--- src/rtl/hbm_lint_pkg.sv ---
`timescale 1ns/1ps
package hbm_lint_pkg;
   localparam int NRULE    = 7;
   localparam int RB_BURST = 0;
   localparam int RB_SIZE  = 1;
   localparam int RB_LEN   = 2;
   localparam int RB_USER  = 3;
   localparam int RB_PROT  = 4;
   localparam int RB_COL0  = 5;
   localparam int RB_COL1  = 6;

   localparam logic [1:0] BURST_INCR = 2'b01;
   localparam logic [2:0] SIZE_32B   = 3'b101;
   localparam logic [2:0] PROT_READ  = 3'b010;

   typedef logic [NRULE-1:0] rule_vec_t;
endpackage

--- src/rtl/hbm_cmd_rules.sv ---
`timescale 1ns/1ps
module hbm_cmd_rules
   import hbm_lint_pkg::*;
#(
   parameter int LEN_W   = 8,
   parameter int USER_W  = 14,
   parameter bit IS_READ = 1'b0
) (
   input  logic              mode_pbl8,
   input  logic [1:0]        col_lo,
   input  logic [1:0]        burst,
   input  logic [LEN_W-1:0]  len,
   input  logic [2:0]        size,
   input  logic [USER_W-1:0] user,
   input  logic [2:0]        prot,
   output rule_vec_t         bad
);
   logic len_ok;
   logic user_bad;
   logic prot_bad;

   always_comb begin
      if (mode_pbl8) len_ok = (len == LEN_W'(1));
      else           len_ok = (len <= LEN_W'(1));
   end

   generate
      if (USER_W > 1) begin : g_user
         logic unused_ap;
         assign unused_ap = user[0];
         assign user_bad  = |user[USER_W-1:1];
      end else begin : g_user_none
         logic unused_ap;
         assign unused_ap = user[0];
         assign user_bad  = 1'b0;
      end

      if (IS_READ) begin : g_prot_rd
         assign prot_bad = (prot != PROT_READ);
      end else begin : g_prot_wr
         logic unused_prot;
         assign unused_prot = ^prot;
         assign prot_bad    = 1'b0;
      end
   endgenerate

   always_comb begin
      bad           = '0;
      bad[RB_BURST] = (burst != BURST_INCR);
      bad[RB_SIZE]  = (size != SIZE_32B);
      bad[RB_LEN]   = !len_ok;
      bad[RB_USER]  = user_bad;
      bad[RB_PROT]  = prot_bad;
      bad[RB_COL0]  = col_lo[0];
      bad[RB_COL1]  = mode_pbl8 & col_lo[1];
   end
endmodule

--- src/rtl/hbm_err_sticky.sv ---
`timescale 1ns/1ps
module hbm_err_sticky
   import hbm_lint_pkg::*;
(
   input  logic      clk,
   input  logic      rst_n,
   input  logic      clr,
   input  rule_vec_t set_vec,
   output rule_vec_t flags
);
   always_ff @(posedge clk or negedge rst_n) begin
      if (!rst_n) flags <= '0;
      else        flags <= (clr ? '0 : flags) | set_vec;
   end
endmodule

--- src/rtl/hbm_viol_report.sv ---
`timescale 1ns/1ps
module hbm_viol_report
   import hbm_lint_pkg::*;
#(
   parameter int ID_W = 7
) (
   input  logic            clk,
   input  logic            rst_n,
   input  logic            wr_hs,
   input  rule_vec_t       wr_bad,
   input  logic [ID_W-1:0] wr_id,
   input  logic            rd_hs,
   input  rule_vec_t       rd_bad,
   input  logic [ID_W-1:0] rd_id,
   output logic            pulse,
   output logic [ID_W-1:0] id,
   output logic            is_rd,
   output rule_vec_t       rules
);
   logic wr_fire, rd_fire;
   assign wr_fire = wr_hs && (|wr_bad);
   assign rd_fire = rd_hs && (|rd_bad);

   always_ff @(posedge clk or negedge rst_n) begin
      if (!rst_n) begin
         pulse <= 1'b0;
         id    <= '0;
         is_rd <= 1'b0;
         rules <= '0;
      end else begin
         pulse <= wr_fire | rd_fire;
         if (wr_fire) begin
            id    <= wr_id;
            is_rd <= 1'b0;
            rules <= wr_bad;
         end else if (rd_fire) begin
            id    <= rd_id;
            is_rd <= 1'b1;
            rules <= rd_bad;
         end else begin
            rules <= '0;
         end
      end
   end
endmodule

--- src/rtl/hbm_cmd_lint.sv ---
`timescale 1ns/1ps
module hbm_cmd_lint
   import hbm_lint_pkg::*;
#(
   parameter int ADDR_W  = 30,
   parameter int ID_W    = 7,
   parameter int LEN_W   = 8,
   parameter int USER_W  = 14,
   parameter int COL_LSB = 5,
   parameter int COL_W   = 6
) (
   input  logic              clk,
   input  logic              rst_n,
   input  logic              mode_pbl8,
   input  logic              clr_err,
   input  logic              wr_valid,
   input  logic              wr_ready,
   input  logic [ID_W-1:0]   wr_id,
   input  logic [ADDR_W-1:0] wr_addr,
   input  logic [1:0]        wr_burst,
   input  logic [LEN_W-1:0]  wr_len,
   input  logic [2:0]        wr_size,
   input  logic [2:0]        wr_prot,
   input  logic [3:0]        wr_qos,
   input  logic [USER_W-1:0] wr_user,
   input  logic              rd_valid,
   input  logic              rd_ready,
   input  logic [ID_W-1:0]   rd_id,
   input  logic [ADDR_W-1:0] rd_addr,
   input  logic [1:0]        rd_burst,
   input  logic [LEN_W-1:0]  rd_len,
   input  logic [2:0]        rd_size,
   input  logic [2:0]        rd_prot,
   input  logic [3:0]        rd_qos,
   input  logic [USER_W-1:0] rd_user,
   output logic [NRULE-1:0]  err_flags,
   output logic              viol_pulse,
   output logic [ID_W-1:0]   viol_id,
   output logic              viol_is_rd,
   output logic [NRULE-1:0]  viol_rules
);
   localparam int COL_MSB = COL_LSB + COL_W - 1;

   generate
      if (COL_W < 2) begin : g_chk_colw
         $error("COL_W must cover at least two column bits");
      end
      if (COL_MSB >= ADDR_W) begin : g_chk_colpos
         $error("column field exceeds the address width");
      end
      if (LEN_W < 1 || ID_W < 1 || USER_W < 1) begin : g_chk_w
         $error("field widths must be positive");
      end
   endgenerate

   logic      wr_hs, rd_hs;
   rule_vec_t wr_bad, rd_bad, set_vec;

   assign wr_hs = wr_valid & wr_ready;
   assign rd_hs = rd_valid & rd_ready;

   logic unused_fields;
   assign unused_fields = ^{wr_qos, rd_qos, wr_addr, rd_addr};

   hbm_cmd_rules #(.LEN_W(LEN_W), .USER_W(USER_W), .IS_READ(1'b0)) u_wr_rules (
      .mode_pbl8 (mode_pbl8),
      .col_lo    (wr_addr[COL_LSB+1:COL_LSB]),
      .burst     (wr_burst),
      .len       (wr_len),
      .size      (wr_size),
      .user      (wr_user),
      .prot      (wr_prot),
      .bad       (wr_bad)
   );

   hbm_cmd_rules #(.LEN_W(LEN_W), .USER_W(USER_W), .IS_READ(1'b1)) u_rd_rules (
      .mode_pbl8 (mode_pbl8),
      .col_lo    (rd_addr[COL_LSB+1:COL_LSB]),
      .burst     (rd_burst),
      .len       (rd_len),
      .size      (rd_size),
      .user      (rd_user),
      .prot      (rd_prot),
      .bad       (rd_bad)
   );

   assign set_vec = (wr_hs ? wr_bad : '0) | (rd_hs ? rd_bad : '0);

   hbm_err_sticky u_sticky (
      .clk     (clk),
      .rst_n   (rst_n),
      .clr     (clr_err),
      .set_vec (set_vec),
      .flags   (err_flags)
   );

   hbm_viol_report #(.ID_W(ID_W)) u_report (
      .clk    (clk),
      .rst_n  (rst_n),
      .wr_hs  (wr_hs),
      .wr_bad (wr_bad),
      .wr_id  (wr_id),
      .rd_hs  (rd_hs),
      .rd_bad (rd_bad),
      .rd_id  (rd_id),
      .pulse  (viol_pulse),
      .id     (viol_id),
      .is_rd  (viol_is_rd),
      .rules  (viol_rules)
   );
endmodule

--- config.mk ---
export PLATFORM = sky130hd
export DESIGN_NAME = hbm_cmd_lint
export DESIGN_NICKNAME = d
export VERILOG_FILES = /design/src/rtl/hbm_lint_pkg.sv /design/src/rtl/hbm_cmd_rules.sv /design/src/rtl/hbm_err_sticky.sv /design/src/rtl/hbm_viol_report.sv /design/src/rtl/hbm_cmd_lint.sv
export SDC_FILE = /design/constraint.sdc
export NUM_CORES = 1
export LEC_CHECK = 0
export ABC_AREA = 1
export CAP_MARGIN = 20
export CELL_PAD_IN_SITES_DETAIL_PLACEMENT = 1
export CELL_PAD_IN_SITES_GLOBAL_PLACEMENT = 1
export CORE_MARGIN = 2
export CORE_UTILIZATION = 16
export DETAILED_ROUTE_END_ITERATION = 16
export PLACE_DENSITY = 0.88
export SLEW_MARGIN = 20
export SYNTH_ARGS = -nofsm -noshare
export SYNTH_HDL_FRONTEND = slang
export SYNTH_HIERARCHICAL = 1
export SYNTH_SLANG_ARGS = --single-unit
--- constraint.sdc ---
create_clock -name clk -period 0.85 [get_ports clk]
set_clock_uncertainty 0.1 [all_clocks]
set_input_delay 0.085 -clock clk [delete_from_list [all_inputs] [get_ports clk]]
set_output_delay 0.085 -clock clk [all_outputs]
set_load 0.005 [all_outputs]
==> impl_metrics.env <==
export IMPL_p_int_w=0.00222
export IMPL_syn_cell_area_sq_mm=0.00146
export IMPL_grtUsageTotal=0.140
export IMPL_synthArstFlopShare=1.00
export IMPL_place_ws_ns=-1.10
export IMPL_synth_top_family_by_area="simple AND/OR/NAND/NOR gates"
export IMPL_startpoint_type="input port"
export IMPL_switching_power_w=0.000980
export IMPL_ys_dominant_reg_cell="dfrtp_1"
export IMPL_ys_top_cells_by_area="dfrtp_1, nand2_1, nand3_1"
export IMPL_required_ns=0.96
export IMPL_grt_max_degree=24
export IMPL_core_rowCount=34
export IMPL_num_fill_cells=1089
export IMPL_cp_arrival_ns=1.49
export IMPL_ys_seq_area_frac=0.393
export IMPL_post_route_period_util=1.63
export IMPL_hpwl_um=5210
export IMPL_finalNetCount=522
export IMPL_max_freq_mhz=722
export IMPL_wl_um=7280
export IMPL_viasPerCell=4.27
export IMPL_post_drt_wl_per_cell_um=15.2
export IMPL_p_leak_nw=1.63
export IMPL_hold_path_class="input port to asynchronous set/reset pin"
export IMPL_ys_types=17
export IMPL_cts_sinks=23
export IMPL_num_antenna_cells=0
export IMPL_clock_latency_ns=0.26
export IMPL_rsz0062_at_grt="true"
export IMPL_yosysTopAreaCell="dfrtp_1"
export IMPL_synthSimpleGateAreaFrac=0.438
export IMPL_clkTransAtPathRegs_ns=0.09
export IMPL_yosys_warnings=6
export IMPL_report_final_setup_viol=40
export IMPL_vias=2044
export IMPL_timing_final_ws_setup_ns=-0.535
export IMPL_critical_path_class="input port to register"
export IMPL_synth_edf_count=0
export IMPL_pwr_share_comb=0.391
export IMPL_syn_inst=224
export IMPL_grt_antenna_before_repair=0
export IMPL_synth_adder_area_share=0
export IMPL_ys_ff_latch=23
export IMPL_p_total_w=0.00320
export IMPL_status="finished, violations left"
export IMPL_hold_worst_slack_ns=0.0627
export IMPL_io_buffers=103
export IMPL_die_w_um=99.7
export IMPL_end_kind="register"
export IMPL_clockRootBuffer="clkbuf_8"
export IMPL_ir_worst_vdd_uv=491
export IMPL_drtPass1Iterations=5
export IMPL_synth_fp_nets=374
export IMPL_synth_top_area_share=0.393
export IMPL_switching_share=0.306
export IMPL_grt_overflow=0
export IMPL_grt_pass1_wl_um=11200
export IMPL_route_detailed_drc=0
export IMPL_area_growth_pct=110
export IMPL_utilization=0.349
export IMPL_place_congestion=0.839
export IMPL_seqPwrFrac=0.396
export IMPL_cts_tree="done"
export IMPL_ys_top_cells_by_count="nand2_1, nand3_1, nor2_1"
export IMPL_clockBufferDepth=2
export IMPL_crit_fanout=7
export IMPL_finalHoldViolCount=0
export IMPL_synth_avg_cell_area_sq_um=6.54
export IMPL_layout_min_cycle_time_ns=1.39
export IMPL_io_pin_count=173
export IMPL_synth_compound_area_frac=0.0342
export IMPL_ant_nets=0
export IMPL_timing_max_cap_violations=0
export IMPL_failed_checks="negative setup slack"
export IMPL_cts_buffers_inserted=3
export IMPL_synth_xor_area_frac=0
export IMPL_initial_core_util=0.166
export IMPL_clkPwrFrac=0.213
export IMPL_dieHeight_um=99.7
export IMPL_core_area_sq_mm=0.00881
export IMPL_cts_max_level=1
export IMPL_drive_above_1_share=0.539
export IMPL_grt_pass1_vias=2294
export IMPL_power_density_mw_per_mm2=1040
export IMPL_yosysMostFrequentCell="nand2_1"
export IMPL_synthMuxAreaShare=0
export IMPL_die_area_sq_mm=0.00993
export IMPL_slew_viol_final=0
export IMPL_drtIter0Drc=66
-- cell families (layout without fill, tap and decap cells) --
logic type      after synthesis  in the layout
other cells                   1              1
simple gates                153            153
flops                        23             23
compound gates                7              7
buf+inv                      40            187
-- cells in the final DEF, fill, tap and decap left out, drive strengths merged --
cell,instances
buf,107
clkbuf,13
clkdlybuf4s15,9
clkdlybuf4s50,16
clkinv,1
conb,1
dfrtp,23
dlygate4sd2,13
dlymetal6s2s,1
inv,27
nand2,79
nand3,35
nand3b,3
nor2,31
nor3,3
o21ai,7
or2,2
-- state kept, by name (all words and copies together), names as in the netlist --
name	cells
u_report/rules	7
u_report/id	7
u_report/is_rd	1
u_report/pulse	1
u_sticky/flags	7
-- cell type report --
| type | instances | area (sq um) | area share |
|---|---|---|---|
| inverter | 27 | 104 | 0.0338 |
| clock inverter | 1 | 5.00 | 0.00163 |
| tap | 108 | 135 | 0.0440 |
| timing repair buffer | 156 | 1220 | 0.396 |
| clock buffer | 3 | 41.3 | 0.0134 |
| multi-input combinational | 161 | 993 | 0.323 |
| sequential | 23 | 576 | 0.187 |
-- through the flow --
| stage | instances | setup TNS (ns) | cell area, sq um |
|---|---|---|---|
| after global routing | 479 | -12.73 | 3070 |
| after floorplan | 224 | -9.25 | 1490 |
| final | 479 | -10.53 | 3070 |
| after CTS | 472 | -9.66 | 2870 |
| after detailed placement | 456 | -23.53 | 2820 |
| after global placement | 456 | -21.95 | 2820 |
-- routing by layer --
metal,part of all wire,GRT usage,vias to the layer above,routed length [um]
met5,0,0,-,0
met4,0.032,0.0495,0,233
met3,0.049,0.0246,19,354
met2,0.53,0.260,75,3850
met1,0.39,0.159,976,2840
li1,-,-,974,-
-- repair_timing --
item / 4_1_cts / 5_1_grt
setup buffers: 19 / 8
gates cloned: 1 / 0
resized for setup: 280 / 79
endpoints found under the setup margin: 46 / 46
endpoints found under the hold margin: 0 / 0
hold buffers: 0 / 0
pin swaps: 75 / 32
-- worst max-delay path, cell delays in order --
cell and delay [ns]:
buf_6 0.09, or2_1 0.21, nor2_1 0.08, nand2_1 0.08, nor2_1 0.11, nand2_1 0.10, o21ai_4 0.26, buf_8 0.19
nand2_2 0.06, nand2_1 0.08, nand2_1 0.07, nand2_1 0.07
-- path summary, 6_finish.rpt --
check | startpoint | end | slack [ns] | cells after the start
max | wr_user[1] | u_report/id[4] | -0.54 | 12
min | rst_n | u_report/pulse | 0.06 | 2
max reg2reg | u_report/id[4] | u_report/id[4] | -0.11 | 4
min reg2reg | u_sticky/flags[3] | u_sticky/flags[3] | 0.38 | 2
max in group asynchronous | rst_n | u_report/rules[2] | 0.45 | 2
min in group clk | rd_addr[5] | u_report/rules[5] | 0.13 | 4
-- power by group through the flow --
stage | registers [W] | logic, W | clock network (W)
finish | 0.00127 | 0.00125 | 0.000680
global route | 0.00128 | 0.00136 | 0.000737
CTS | 0.00126 | 0.00110 | 0.000697
detailed placement | 0.00130 | 0.00116 | 0
global placement | 0.00129 | 0.00112 | 0
floorplan | 0.00129 | 0.000307 | 0
No activity file was read; power rests on OpenSTA's default activity.
